==> src/rtl/pspi_pkg.sv <==
package pspi_pkg;

   // Register data on the serial side is at most two bytes wide.
   localparam int DATA_W  = 16;
   localparam int FRAME_W = 24;
   localparam int BITS_W  = 5;

   typedef enum logic [1:0] {
      OP_READ  = 2'd0,
      OP_WRITE = 2'd1,
      OP_RMW   = 2'd2,
      OP_READ2 = 2'd3
   } pspi_op_e;

   // Frame image, left-aligned in FRAME_W bits, command byte leading.
   function automatic logic [FRAME_W-1:0] pspi_frame(input logic is_rd,
                                                     input logic [6:0] ofs,
                                                     input logic wide,
                                                     input logic [DATA_W-1:0] d);
      logic [7:0] cmd;
      cmd = {is_rd, ofs};
      return wide ? {cmd, d} : {cmd, d[7:0], 8'h00};
   endfunction

   function automatic logic [BITS_W-1:0] pspi_bits(input logic wide);
      return wide ? BITS_W'(24) : BITS_W'(16);
   endfunction

   function automatic logic [DATA_W-1:0] pspi_merge(input logic [DATA_W-1:0] old_v,
                                                    input logic [DATA_W-1:0] new_v,
                                                    input logic [DATA_W-1:0] msk);
      return (old_v & ~msk) | (new_v & msk);
   endfunction

endpackage

==> src/rtl/pspi_shifter.sv <==
module pspi_shifter
   import pspi_pkg::*;
#(
   parameter int CLK_DIV = 4
) (
   input  logic                clk,
   input  logic                rst_n,
   input  logic                start,
   input  logic [BITS_W-1:0]   bits,
   input  logic [FRAME_W-1:0]  tx,
   output logic                fin,
   output logic [DATA_W-1:0]   rx,
   output logic                sclk,
   output logic                cs_n,
   output logic                mosi,
   input  logic                miso
);

   localparam int HALF   = CLK_DIV / 2;
   localparam int GCW    = (CLK_DIV > 2) ? $clog2(CLK_DIV) : 1;
   localparam logic [GCW-1:0] GAP_LAST = GCW'(CLK_DIV - 1);

   typedef enum logic [1:0] {SH_IDLE, SH_SHIFT, SH_GAP} sh_e;

   sh_e                st;
   logic [FRAME_W-1:0] sh;
   logic [BITS_W-1:0]  bitc;
   logic [BITS_W-1:0]  nb;
   logic [GCW-1:0]     gcnt;
   logic               run;
   logic               tick;

   assign run  = (st == SH_SHIFT);
   assign mosi = sh[FRAME_W-1];

   // Half-period tick: a divide-by-two needs no counter at all.
   generate
      if (HALF == 1) begin : g_tick_direct
         assign tick = run;
      end else begin : g_tick_count
         localparam int HCW = $clog2(HALF);
         logic [HCW-1:0] hc;
         always_ff @(posedge clk or negedge rst_n) begin
            if (!rst_n)                     hc <= '0;
            else if (!run)                  hc <= '0;
            else if (hc == HCW'(HALF - 1))  hc <= '0;
            else                            hc <= hc + 1'b1;
         end
         assign tick = run && (hc == HCW'(HALF - 1));
      end
   endgenerate

   always_ff @(posedge clk or negedge rst_n) begin
      if (!rst_n) begin
         st   <= SH_IDLE;
         sh   <= '0;
         bitc <= '0;
         nb   <= '0;
         gcnt <= '0;
         sclk <= 1'b0;
         cs_n <= 1'b1;
         rx   <= '0;
         fin  <= 1'b0;
      end else begin
         fin <= 1'b0;
         case (st)
            SH_IDLE: begin
               if (start) begin
                  sh   <= tx;
                  nb   <= bits;
                  bitc <= '0;
                  rx   <= '0;
                  cs_n <= 1'b0;
                  st   <= SH_SHIFT;
               end
            end
            SH_SHIFT: begin
               if (tick) begin
                  if (!sclk) begin
                     sclk <= 1'b1;
                     rx   <= {rx[DATA_W-2:0], miso};
                  end else begin
                     sclk <= 1'b0;
                     sh   <= {sh[FRAME_W-2:0], 1'b0};
                     if (bitc == nb - 1'b1) begin
                        cs_n <= 1'b1;
                        gcnt <= '0;
                        st   <= SH_GAP;
                     end else begin
                        bitc <= bitc + 1'b1;
                     end
                  end
               end
            end
            SH_GAP: begin
               if (gcnt == GAP_LAST) begin
                  fin <= 1'b1;
                  st  <= SH_IDLE;
               end else begin
                  gcnt <= gcnt + 1'b1;
               end
            end
            default: st <= SH_IDLE;
         endcase
      end
   end

endmodule

==> src/rtl/pspi_sequencer.sv <==
module pspi_sequencer
   import pspi_pkg::*;
#(
   parameter int         PAGE_W       = 8,
   parameter logic [6:0] PAGE_SEL_OFS = 7'h01
) (
   input  logic                clk,
   input  logic                rst_n,
   input  logic                req_valid,
   output logic                req_ready,
   input  logic [1:0]          req_op,
   input  logic [PAGE_W-1:0]   req_page,
   input  logic [6:0]          req_ofs,
   input  logic                req_wide,
   input  logic [DATA_W-1:0]   req_wdata,
   input  logic [DATA_W-1:0]   req_mask,
   output logic                done,
   output logic [DATA_W-1:0]   rdata,
   output logic                f_start,
   output logic [FRAME_W-1:0]  f_tx,
   output logic [BITS_W-1:0]   f_bits,
   input  logic                f_fin,
   input  logic [DATA_W-1:0]   f_rx
);

   typedef enum logic [1:0] {SQ_IDLE, SQ_PAGE, SQ_RD, SQ_WR} sq_e;

   sq_e                st;
   logic [PAGE_W-1:0]  cur_page;
   logic [PAGE_W-1:0]  lat_page;
   logic [1:0]         lat_op;
   logic [6:0]         lat_ofs;
   logic               lat_wide;
   logic [DATA_W-1:0]  lat_wdata;
   logic [DATA_W-1:0]  lat_mask;
   logic [DATA_W-1:0]  old_q;

   // The access frame is built from the live request while idle and from
   // the latched copy once a page change has been put in front of it.
   logic [1:0]         sel_op;
   logic [6:0]         sel_ofs;
   logic               sel_wide;
   logic [DATA_W-1:0]  sel_wdata;
   logic               sel_rd;
   logic [FRAME_W-1:0] op_tx;
   logic [DATA_W-1:0]  rd_val;
   logic [DATA_W-1:0]  page_word;

   always_comb begin
      if (st == SQ_IDLE) begin
         sel_op    = req_op;
         sel_ofs   = req_ofs;
         sel_wide  = req_wide;
         sel_wdata = req_wdata;
      end else begin
         sel_op    = lat_op;
         sel_ofs   = lat_ofs;
         sel_wide  = lat_wide;
         sel_wdata = lat_wdata;
      end
      sel_rd    = (sel_op != OP_WRITE);
      op_tx     = pspi_frame(sel_rd, sel_ofs, sel_wide, sel_wdata);
      rd_val    = lat_wide ? f_rx : {8'h00, f_rx[7:0]};
      page_word = {{(DATA_W - PAGE_W){1'b0}}, req_page};
   end

   assign req_ready = (st == SQ_IDLE);

   always_ff @(posedge clk or negedge rst_n) begin
      if (!rst_n) begin
         st        <= SQ_IDLE;
         cur_page  <= '0;
         lat_page  <= '0;
         lat_op    <= OP_READ;
         lat_ofs   <= '0;
         lat_wide  <= 1'b0;
         lat_wdata <= '0;
         lat_mask  <= '0;
         old_q     <= '0;
         f_start   <= 1'b0;
         f_tx      <= '0;
         f_bits    <= '0;
         done      <= 1'b0;
         rdata     <= '0;
      end else begin
         f_start <= 1'b0;
         done    <= 1'b0;
         case (st)
            SQ_IDLE: begin
               if (req_valid) begin
                  lat_page  <= req_page;
                  lat_op    <= req_op;
                  lat_ofs   <= req_ofs;
                  lat_wide  <= req_wide;
                  lat_wdata <= req_wdata;
                  lat_mask  <= req_mask;
                  f_start   <= 1'b1;
                  if (req_page != cur_page) begin
                     f_tx   <= pspi_frame(1'b0, PAGE_SEL_OFS, 1'b0, page_word);
                     f_bits <= pspi_bits(1'b0);
                     st     <= SQ_PAGE;
                  end else begin
                     f_tx   <= op_tx;
                     f_bits <= pspi_bits(sel_wide);
                     st     <= sel_rd ? SQ_RD : SQ_WR;
                  end
               end
            end
            SQ_PAGE: begin
               if (f_fin) begin
                  cur_page <= lat_page;
                  f_tx     <= op_tx;
                  f_bits   <= pspi_bits(sel_wide);
                  f_start  <= 1'b1;
                  st       <= sel_rd ? SQ_RD : SQ_WR;
               end
            end
            SQ_RD: begin
               if (f_fin) begin
                  if (lat_op == OP_RMW) begin
                     old_q   <= rd_val;
                     f_tx    <= pspi_frame(1'b0, lat_ofs, lat_wide,
                                           pspi_merge(rd_val, lat_wdata, lat_mask));
                     f_bits  <= pspi_bits(lat_wide);
                     f_start <= 1'b1;
                     st      <= SQ_WR;
                  end else begin
                     rdata <= rd_val;
                     done  <= 1'b1;
                     st    <= SQ_IDLE;
                  end
               end
            end
            SQ_WR: begin
               if (f_fin) begin
                  rdata <= (lat_op == OP_RMW) ? old_q : '0;
                  done  <= 1'b1;
                  st    <= SQ_IDLE;
               end
            end
            default: st <= SQ_IDLE;
         endcase
      end
   end

endmodule

==> src/rtl/paged_spi_master.sv <==
module paged_spi_master
   import pspi_pkg::*;
#(
   parameter int         CLK_DIV      = 4,
   parameter int         PAGE_W       = 8,
   parameter logic [6:0] PAGE_SEL_OFS = 7'h01
) (
   input  logic              clk,
   input  logic              rst_n,
   input  logic              req_valid,
   output logic              req_ready,
   input  logic [1:0]        req_op,
   input  logic [PAGE_W-1:0] req_page,
   input  logic [6:0]        req_ofs,
   input  logic              req_wide,
   input  logic [15:0]       req_wdata,
   input  logic [15:0]       req_mask,
   output logic              done,
   output logic [15:0]       rdata,
   output logic              spi_sclk,
   output logic              spi_cs_n,
   output logic              spi_mosi,
   input  logic              spi_miso
);

   generate
      if (CLK_DIV < 2 || (CLK_DIV % 2) != 0) begin : g_bad_div
         $error("CLK_DIV must be even and at least 2");
      end
      if (PAGE_W < 1 || PAGE_W > 8) begin : g_bad_page
         $error("PAGE_W must fit the one-byte page-select data field");
      end
   endgenerate

   logic               f_start;
   logic [FRAME_W-1:0] f_tx;
   logic [BITS_W-1:0]  f_bits;
   logic               f_fin;
   logic [DATA_W-1:0]  f_rx;

   pspi_sequencer #(
      .PAGE_W       (PAGE_W),
      .PAGE_SEL_OFS (PAGE_SEL_OFS)
   ) u_seq (
      .clk       (clk),
      .rst_n     (rst_n),
      .req_valid (req_valid),
      .req_ready (req_ready),
      .req_op    (req_op),
      .req_page  (req_page),
      .req_ofs   (req_ofs),
      .req_wide  (req_wide),
      .req_wdata (req_wdata),
      .req_mask  (req_mask),
      .done      (done),
      .rdata     (rdata),
      .f_start   (f_start),
      .f_tx      (f_tx),
      .f_bits    (f_bits),
      .f_fin     (f_fin),
      .f_rx      (f_rx)
   );

   pspi_shifter #(
      .CLK_DIV (CLK_DIV)
   ) u_shift (
      .clk   (clk),
      .rst_n (rst_n),
      .start (f_start),
      .bits  (f_bits),
      .tx    (f_tx),
      .fin   (f_fin),
      .rx    (f_rx),
      .sclk  (spi_sclk),
      .cs_n  (spi_cs_n),
      .mosi  (spi_mosi),
      .miso  (spi_miso)
   );

endmodule

==> config.mk <==
export PLATFORM = sky130hd
export DESIGN_NAME = paged_spi_master
export DESIGN_NICKNAME = d
export VERILOG_FILES = /design/src/rtl/pspi_pkg.sv /design/src/rtl/pspi_shifter.sv /design/src/rtl/pspi_sequencer.sv /design/src/rtl/paged_spi_master.sv
export SDC_FILE = /design/constraint.sdc
export NUM_CORES = 1
export LEC_CHECK = 0
export ABC_CLOCK_PERIOD_IN_PS = 1900
export BUFFER_PORTS_ARGS = -buffer_cell sky130_fd_sc_hd__buf_2
export CAP_MARGIN = 20
export CORE_MARGIN = 2
export CORE_UTILIZATION = 54
export CTS_BUF_LIST = sky130_fd_sc_hd__clkbuf_16
export DETAILED_ROUTE_END_ITERATION = 10
export GPL_TIMING_DRIVEN = 0
export PLACE_DENSITY = 0.76
export SLEW_MARGIN = 20
export SYNTH_ARGS = -nofsm -noshare
export SYNTH_HDL_FRONTEND = slang
export SYNTH_SLANG_ARGS = --single-unit
==> constraint.sdc <==
create_clock -name clk -period 1.9 [get_ports clk]
set_input_delay 0.095 -clock clk [delete_from_list [all_inputs] [get_ports clk]]
set_output_delay 0.095 -clock clk [all_outputs]
set_load 0.1 [all_outputs]
Word level (Yosys, flattened, before mapping)
Index checks and enable logic that the tools add are counted.
- bits of input ports: 54
- output and inout bits: 21
- word-level logic and storage cells: 153
- register bits after elaboration: 181
- bitwise gates (word level): 4
- reduce and logical (&&, ||, !) cells: 21
- eq/ne operators: 24
- add/subtract/negate cells: 4
- mux-type cells: 76
- operator list (cell ; count):
    24-bit 2-to-1 mux ; 8
    16-bit 2-to-1 mux ; 11
    24-bit case mux with 3 select lines ; 1
    16-bit case mux with 2 select lines ; 2
    24-bit case mux with 2 select lines ; 1
    5-bit 2-to-1 mux ; 9
    16-bit bitwise AND ; 2
    2-bit 2-to-1 mux ; 16
    5-bit AND reduction ; 5
    1-bit 2-to-1 mux ; 17
    2-bit inequality test (second input constant) ; 8
    16-bit NOT ; 1
    16-bit bitwise OR ; 1
    4-bit AND reduction ; 4
    5-bit case mux with 3 select lines ; 1
    2-bit by 1-bit inequality test with 1-bit output (second input constant) ; 7
    2-bit equality test (second input constant) ; 5
    5-bit case mux with 2 select lines ; 1
    4-bit 2-to-1 mux ; 2
    8-bit inequality test ; 1
    2-bit case mux with 4 select lines ; 1
    2-bit AND reduction ; 4
    7-bit 2-to-1 mux ; 1
    2-bit case mux with 3 select lines ; 1
    14 further kinds ; 19

Logic depth before layout (Yosys ltp)
Gate-level depths: netlist (run 1).
- depth after elaboration: 7
- mapped depth: 9
- depth with buffers taken out: 7

Modules after synthesis
From an unflattened synthesis (run 1), not the netlist that was laid out.
- cell total of the unflattened synthesis: 786
- area total of the unflattened synthesis: 8592.0 sq um
- modules (own cells, without submodules) (module ; cells an instance ; area each (sq um) ; sequential area each (sq um) ; times used):
    pspi_sequencer ; 549 ; 5992.0 ; 3002.9 ; 1
    pspi_shifter ; 237 ; 2600.0 ; 1452.6 ; 1

Worst setup path after synthesis (run 1)
No wires, ideal clock.
- kind: reg2reg
- start: reg u_seq.st[0]
- end: reg u_seq.f_tx[10]
- library setup time: 0.126 ns
- stages on the path, launching flop included: 9
- period minus slack after synthesis: 2.834 ns
- arrival: 2.708 ns
- buffers on the path: 2
- required time: 1.774 ns
- path slack: -0.934 ns
- cells stage by stage: dfrtp_1 -> inv_1 -> ha_1 -> buf_6 -> buf_4 -> mux2i_1 -> o21ai_0 -> a221o_1 -> o32a_1
- cells in the longest elaborated chain, start to end: 6
- elaborated cells between the ends (all ways): 16
- classes of those cells: eq/ne (6); mux (7); reduce/logical (3)
- RTL lines (item ; RTL line ; text):
    start, declared ; pspi_sequencer.sv:28 ; sq_e st;
    start signal, assigned ; pspi_sequencer.sv:105 ; st <= sel_rd ? SQ_RD : SQ_WR;
    start signal, assigned ; pspi_sequencer.sv:115 ; st <= sel_rd ? SQ_RD : SQ_WR;
    2-bit logical NOT * ; - ;
    via req_ready ; paged_spi_master.sv:11 ; output logic req_ready,
    16-bit 2-to-1 mux or 1-bit 2-to-1 mux (tied branches) ; pspi_sequencer.sv:50 ; if (st == SQ_IDLE) begin
    16-bit 2-to-1 mux ; pspi_pkg.sv:22 ; return wide ? {cmd, d} : {cmd, d[7:0], 8'h00};
    24-bit 2-to-1 mux ; pspi_sequencer.sv:98 ; if (req_page != cur_page) begin
    24-bit 2-to-1 mux ; pspi_sequencer.sv:90 ; if (req_valid) begin
    24-bit case mux with 3 select lines ; pspi_sequencer.sv:88 ; case (st)
    end signal, assigned ; pspi_sequencer.sv:99 ; f_tx <= pspi_frame(1'b0, PAGE_SEL_OFS, 1'b0, page_word);
    end signal, assigned ; pspi_sequencer.sv:103 ; f_tx <= op_tx;
    end signal, assigned ; pspi_sequencer.sv:112 ; f_tx <= op_tx;
    end, declared ; pspi_sequencer.sv:20 ; output logic [FRAME_W-1:0] f_tx,
Mark *: on every way through the listed nets, which the timed path passes. The rest lies on a longest branch. The select of a mux whose other input is x is not followed.
A chain may end at the register's enable or synchronous reset.

Worst setup path after layout (run 1)
- start: reg u_seq.st[0]
- end: reg u_seq.f_tx[12]
- cells in the longest elaborated chain, start to end: 6
- elaborated cells between the ends (all ways): 16
- classes of those cells: eq/ne (6); mux (7); reduce/logical (3)
- RTL lines (item ; RTL line):
    2-bit logical NOT ; pspi_sequencer.sv:50, pspi_sequencer.sv:88
    16-bit 2-to-1 mux or 1-bit 2-to-1 mux (tied branches) ; pspi_sequencer.sv:50
    16-bit 2-to-1 mux ; pspi_pkg.sv:22
    24-bit 2-to-1 mux ; pspi_sequencer.sv:98
    24-bit 2-to-1 mux ; pspi_sequencer.sv:90
    24-bit case mux with 3 select lines ; pspi_sequencer.sv:88
Several ways; a longest one is shown, not always the timed one. The select of a mux whose other input is x is not followed.

==> results of run 1 <==
[timing repair]
action,4_1_cts,5_1_grt
resized for setup,52,44
cloned,1,2
buffers inserted,4,4
hold buffers,51,0
endpoints found under the hold margin,143,0
pin swaps,1,1
endpoints found under the setup margin,111,90
[flip-flops by register name (all words and copies together) (netlist names), 16 cells and up]
| register | count |
|---|---|
| u_seq.f_tx | 24 |
| u_seq.lat_mask | 16 |
| u_seq.lat_wdata | 16 |
| u_seq.old_q | 16 |
| u_seq.rdata | 16 |
| u_shift.rx | 16 |
| u_shift.sh | 24 |
[metrics by stage]
stage	power, W	setup TNS [ns]	area, um2	setup slack (ns)	util [%]
after CTS	0.01449	-2.097	10490	-0.2023	68.76
after floorplan	0.009108	-5.394	8521	-0.2962	-
final	0.01503	-3.288	10660	-0.2475	69.86
after detailed placement	0.01059	-18.58	9220	-0.3707	60.43
after global routing	0.01573	-5.410	10660	-0.3021	69.86
after global placement	0.01043	-369.21	9155	-2.355	60.00
[power by group through the flow]
stage / registers [W] / clock network, W / logic, W
finish: 0.00524 / 0.00334 / 0.00645
global route: 0.00532 / 0.00354 / 0.00687
CTS: 0.00518 / 0.00337 / 0.00593
detailed placement: 0.00525 / 0 / 0.00534
global placement: 0.00521 / 0 / 0.00522
floorplan: 0.00504 / 0 / 0.00407
[per-layer routing]
metal  track usage [%]  vias to the layer above
met4             9.910                        0
li1                  -                     3112
met5                 0                        -
met2             46.01                      254
met3             5.244                       52
met1             36.87                     3422
[area by class of cell]
type,count,area share [%]
Buffer,47,3.110
Clock buffer,17,3.991
Clock inverter,14,1.197
Inverter,12,0.4225
Multi-Input combinational cell,547,37.81
Sequential cell,175,41.12
Tap cell,211,2.477
Timing Repair Buffer,137,9.883
[cell families (layout without fill, tap and decap cells)]
| logic type | count (synthesis) | count (layout) |
|---|---|---|
| and+or+nand+nor | 206 | 206 |
| AOI/OAI and AO/OA | 183 | 183 |
| DFF | 175 | 175 |
| muxes | 140 | 141 |
| buffers and inverters | 62 | 227 |
| xor gates and xnor gates | 10 | 10 |
| adders and majority gates | 7 | 7 |
[cells in the mapped netlist (all sizes together) (7+ instances only)]
master  instances
nand2         113
nor2           36
mux2i          51
nor2b          11
a211oi          8
o21ai          79
dfrtp         174
nor3b          16
o22ai          11
ha              7
o32a            8
a21oi          30
xnor2          10
a22o            7
mux2           89
inv            12
clkbuf         26
a221o           8
a32oi           8
buf            24
a22oi           9
[worst min-delay path by stage]
stage,slack [ns],cells after the start,endpoint
3_3_place_gp,0.33,2,u_seq.lat_mask[13]
6_report,0.04,2,u_seq.lat_wide
4_1_cts,0.02,2,u_seq.lat_wide
5_1_grt,0.02,2,u_seq.lat_wide
3_5_place_dp,0.04,1,u_seq.rdata[9]
2_1_floorplan,-0.20,0,u_seq.cur_page[0]
==> run_results.csv, run 1 <==
group,metric,value,unit
setup_path,setup.worst_path.end,"u_seq.f_tx[12]",
job,cap_violations,0,
timing,rsz0062_at_grt,"yes",
floorplanning,die_area,16700,um2
logic_synthesis,synth_area_leader_cell,"dfrtp_1",
clock_network,cts_buffers,17,
logic_synthesis,syn_area,8466,um2
floorplanning,start_util,55.48,%
logic_synthesis,synth-simple-area-share,10.98,%
logic_synthesis,synthesis.nets,844,
pwr,pwr-share-seq,34.9,%
setup_path,cpMaxStageDelayCell,"dfrtp_1",
setup_path,worstPathArrival,2.45,ns
floorplanning,fp.dieH,129.2,um
logic_synthesis,synth_top_family_by_area,"multiplexers",
setup_path,worstPathMaxFanout,6,
setup_path,cp-end-kind,"flip-flop",
global_routing,grt_pass1_wl,35.52,mm
setup_path,r2r_start,"u_seq.st[0]",
setup_path,slowest_delay,0.42,ns
detailed_routing,routedWlPerCell,19.28,um
timing,finalWorstSetupSlack,-0.2475,ns
worst_hold_path,hp-start,"req_wide",
floorplanning,placementRows,45,
timing,setup_viol,25,
floorplanning,io_pins,75,
timing,slew_viol_final,0,
logic_synthesis,synth_compound_area_share,13.60,%
logic_synthesis,synth-xor-area-share,1.035,%
placed_design,place_inst,1070,
pwr,ir_drop,1.179,mV
worst_hold_path,hold_class,"input port to flip-flop",
clock_network,clkTransAtPathRegs,0.07,ns
layout,area_delta_synth_final,25.92,%
logic_synthesis,yosys-top-cells-area,"dfrtp_1, mux2_2, mux2i_1",
timing,worst-slew-pin-transition,0.6540,ns
clock_network,clock-sinks,175,
pwr,pwr-share-comb,42.9,%
setup_path,worst-path-stages,9,
detailed_routing,wl_met2,11.03,mm
pwr,p_clk_share,22.2,%
logic_synthesis,async_flop_share,100.0,%
layout,multi_input_area,4030,um2
setup_path,reg2reg_to,"u_seq.f_tx[12]",
timing,hold_violations,0,
placed_design,routabilityCongestion,0.9589,
layout,final_cells,1160,
floorplanning,coreArea,15260,um2
detailed_routing,dr_total_vias,6840,
clock_network,clock_latency,0.43,ns
pwr,leakagePower,5.023,nW
pwr,p_switching,0.005453,W
logic_synthesis,synth_cells,783,
logic_synthesis,synth-edff-count,0,
timing,final.min_clock_period,2.148,ns
timing,period_share,113.0,%
logic_synthesis,synthFlopType,"dfrtp_1",
logic_synthesis,synth_top_area_share,51.43,%
detailed_routing,drt-pass1-iter-count,5,
clock_network,htree_levels,4,
logic_synthesis,synth-seq-cells,175,
setup_path,crit_family,"compound AO/OA/AOI/OAI gates",
global_routing,antenna_found_initial,0,
timing,fmax,465.7,MHz
layout,fill_cells,1113,
global_routing,overflow,0,
logic_synthesis,yosysWarningCount,0,
timing,clock_skew,0.007826,ns
global_routing,grt_pass1_vias,6836,
logic_synthesis,muxShareOfSynthArea,18.22,%
layout,final_common_cell,"dfrtp_1",
detailed_routing,drc,0,
clock_network,tritoncts,"done",
floorplanning,die_w,129.2,um
setup_path,r2r_slack,-0.25,ns
layout,fin_nets,998,
detailed_routing,wl,22.36,mm
setup_path,path_class,"flip-flop to flip-flop",
setup_path,critical_path_buf_inv_count,3,
clock_network,cts_buffer_depth,2,
setup_path,start_kind,"flip-flop",
detailed_routing,vias_per_cell,5.897,
pwr,switching_share,36.29,%
logic_synthesis,yosys.area_share.adder,1.035,%
detailed_routing,wl_met3,1.156,mm
layout,register_area,4383,um2
run_status,outcome,"complete, but fails checks",
detailed_routing,ant_nets,0,
run_status,violations,"setup timing",
setup_path,cp_cell_sequence,"inv_2, ha_4, buf_12, mux2i_4, buf_4, nand2_1, o21ai_2, a221o_1, o32a_1",
timing,max_slew_margin,56.16,%
logic_synthesis,seq_area_frac_synth,51.74,%
detailed_routing,route.layer.met1.wl,9.646,mm
pwr,internal_power,0.009574,W
pwr,powerDensity,1410,nW/um2
setup_path,critical_path.startpoint,"u_seq.st[0]",
timing,finalHoldWorstSlack,0.03501,ns
logic_synthesis,synth.avg_cell_area,10.81,um2
setup_path,cp.required,2.21,ns
global_routing,grt_max_degree,66,
logic_synthesis,synth_cell_types,45,
global_routing,grtUsageTotal,27.78,%
setup_path,reg2reg_depth,9,
layout,mostFrequentLayoutCells,"dfrtp_1, nand2_1, mux2_2, buf_2, o21ai_0",
placed_design,dpl.hpwl,14.83,mm
detailed_routing,drt-initial-drc-count,591,
placed_design,numPortBuffers,74,
layout,diodes,0,
layout,drive_above_1_share,30.24,%
clock_network,root_buffer,"clkbuf_16",
detailed_routing,maxUsedRoutingLayer,"met4",
Power figures use the tool's default switching activity.
==> run 2, diff against run 1 <==
--- a/config.mk
+++ b/config.mk
@@ -14,6 +14,7 @@
 export DETAILED_ROUTE_END_ITERATION = 10
 export GPL_TIMING_DRIVEN = 0
 export PLACE_DENSITY = 0.76
+export RECOVER_POWER = 25
 export SLEW_MARGIN = 20
 export SYNTH_ARGS = -nofsm -noshare
 export SYNTH_HDL_FRONTEND = slang
==> run_results.csv, run 2 (synthesis gave the netlist of run 1 again) <==
group,metric,value,unit
setup_path,slowest_delay,0.41,ns
worst_hold_path,holdPathStages,2,
global_routing,grt_pass1_wl,35.52,mm
timing,finalWorstSetupSlack,-0.2374,ns
setup_path,cp.required,2.21,ns
layout,largest_registers,"u_seq.f_tx x24, u_shift.sh x24",
timing,final.min_clock_period,2.137,ns
worst_hold_path,hp-start,"req_wide",
setup_path,crit_family,"compound AO/OA/AOI/OAI gates",
setup_path,r2r_slack,-0.24,ns
placed_design,routabilityCongestion,0.9589,
layout,mostFrequentLayoutCells,"dfrtp_1, nand2_1, mux2_2, buf_2, o21ai_0",
detailed_routing,dr_total_vias,6826,
timing,period_share,112.5,%
setup_path,start_kind,"flip-flop",
pwr,p_switching,0.005441,W
timing,setup_viol,24,
setup_path,reg2reg_depth,9,
placed_design,place_inst,1070,
clock_network,clock-sinks,175,
setup_path,reg2reg_to,"u_seq.f_tx[12]",
timing,hold_violations,0,
detailed_routing,ant_nets,0,
timing,max_slew_margin,3.388,%
floorplanning,coreArea,15260,um2
worst_hold_path,min_to,"u_seq.lat_wide",
detailed_routing,vias_per_cell,5.884,
timing,clock_skew,0.01021,ns
layout,register_area,4383,um2
clock_network,clock_latency,0.43,ns
setup_path,worstPathArrival,2.44,ns
pwr,ir_drop,1.177,mV
global_routing,antenna_found_initial,0,
floorplanning,die_w,129.2,um
pwr,internal_power,0.009569,W
pwr,pwr-share-comb,43.0,%
layout,fill_cells,1116,
detailed_routing,drt-initial-drc-count,607,
pwr,powerDensity,1411,nW/um2
global_routing,grtUsageMet3,5.244,%
placed_design,dpl.hpwl,14.83,mm
global_routing,overflow,0,
timing,fmax,467.9,MHz
floorplanning,placementRows,45,
setup_path,path_class,"flip-flop to flip-flop",
setup_path,critical_path_buf_inv_count,3,
layout,multi_input_area,4030,um2
global_routing,grt_max_degree,66,
clock_network,clkTransAtPathRegs,0.06,ns
layout,drive_above_1_share,30.24,%
detailed_routing,drt-pass1-iter-count,5,
layout,final_common_cell,"dfrtp_1",
layout,diodes,0,
detailed_routing,wl,22.35,mm
global_routing,use_met1,36.87,%
global_routing,grt.busiest_layer,"met2",
setup_path,r2r_start,"u_seq.st[0]",
global_routing,grt_pass1_vias,6836,
timing,finalHoldWorstSlack,0.03984,ns
clock_network,root_buffer,"clkbuf_16",
clock_network,cts_buffer_depth,2,
pwr,leakagePower,5.014,nW
layout,fin_util,69.72,%
clock_network,cts_buffers,17,
clock_network,tritoncts,"done",
floorplanning,start_util,55.48,%
layout,area_delta_synth_final,25.66,%
timing,worst-slew-pin-transition,1.449,ns
global_routing,grtUsageTotal,27.78,%
floorplanning,die_area,16700,um2
pwr,pwr-share-seq,34.9,%
setup_path,cpMaxStageDelayCell,"dfrtp_1",
global_routing,use_met2,46.01,%
placed_design,numPortBuffers,74,
run_status,outcome,"complete, but fails checks",
setup_path,cp_cell_sequence,"inv_2, ha_4, buf_12, mux2i_4, buf_4, nand2_1, o21ai_2, a221o_1, o32a_1",
job,cap_violations,0,
detailed_routing,drc,0,
pwr,total_power,0.01501,W
layout,final_cells,1160,
timing,rsz0062_at_grt,"yes",
pwr,switching_share,36.25,%
setup_path,worstPathMaxFanout,6,
detailed_routing,routedWlPerCell,19.26,um
pwr,p_clk_share,22.2,%
worst_hold_path,hold_class,"input port to flip-flop",
setup_path,cp-end-kind,"flip-flop",
floorplanning,fp.dieH,129.2,um
layout,fin_nets,998,
clock_network,htree_levels,4,
floorplanning,io_pins,75,
run_status,violations,"setup timing",
timing,slew_viol_final,0,
-- run 2: changes by cell type in the layout (fill, tap and decap cells not counted), sizes merged --
cell	previous run	this run
buf	107	106
clkbuf	43	44
-- run 2: through the flow --
stage | setup WS [ns] | setup TNS (ns) | cell area [um2]
final | -0.2374 | -3.164 | 10640
after floorplan | -0.2962 | -5.394 | 8521
after global routing | -0.3021 | -5.419 | 10640
after global placement | -2.355 | -369.21 | 9155
after detailed placement | -0.3707 | -18.58 | 9220
after CTS | -0.2023 | -2.097 | 10490
-- run 2: layer usage --
layer  part of all wire (%)  up-vias  wire (um)
met4                    2.2        0        492
li1                       -     3108          -
met3                    6.0       46       1332
met2                     49      255      11030
met5                      0        -          0
met1                     42     3417       9489
-- run 2: timing repair --
action,CTS,global route
endpoints found under the hold margin,143,0
cloned,1,2
setup endpoints to repair,111,90
gates resized for setup,52,44
setup buffers,4,4
pin swaps,1,1
hold buffers,51,0
-- run 2: layout make-up --
cell class                      instances  area share, %
Tap cell                              211          2.482
Multi-Input combinational cell        547          37.89
Buffer                                 47          3.117
Clock inverter                         14          1.200
Inverter                               12         0.4234
Clock buffer                           17          3.999
Sequential cell                       175          41.20
Timing Repair Buffer                  137          9.692
-- run 2: worst max-delay path by stage --
stage / start / to / slack (ns) / depth (start not counted)
CTS: u_seq.st[0] / u_seq.f_tx[13] / -0.20 / 8
floorplan: u_seq.st[1] / u_seq.f_tx[15] / -0.30 / 8
finish: u_seq.st[0] / u_seq.f_tx[12] / -0.24 / 9
detailed placement: u_seq.st[1] / u_seq.f_tx[13] / -0.37 / 8
global route: u_seq.st[0] / u_seq.f_tx[11] / -0.30 / 8
global placement: rst_n / u_shift.sclk / -2.36 / 1
-- run 2: power groups by stage --
stage / Combinational, W / Clock, W / Sequential [W]
floorplan: 0.00407 / 0 / 0.00504
global placement: 0.00522 / 0 / 0.00521
detailed placement: 0.00534 / 0 / 0.00525
CTS: 0.00593 / 0.00337 / 0.00518
global route: 0.00687 / 0.00354 / 0.00532
finish: 0.00645 / 0.00333 / 0.00524
-- run 2: worst reg2reg max path, cell delays in order (launching register included) --
cell,delay (ns)
dfrtp_1,0.41
inv_2,0.08
ha_4,0.19
buf_12,0.13
mux2i_4,0.21
buf_4,0.19
nand2_1,0.11
o21ai_2,0.08
a221o_1,0.33
o32a_1,0.29
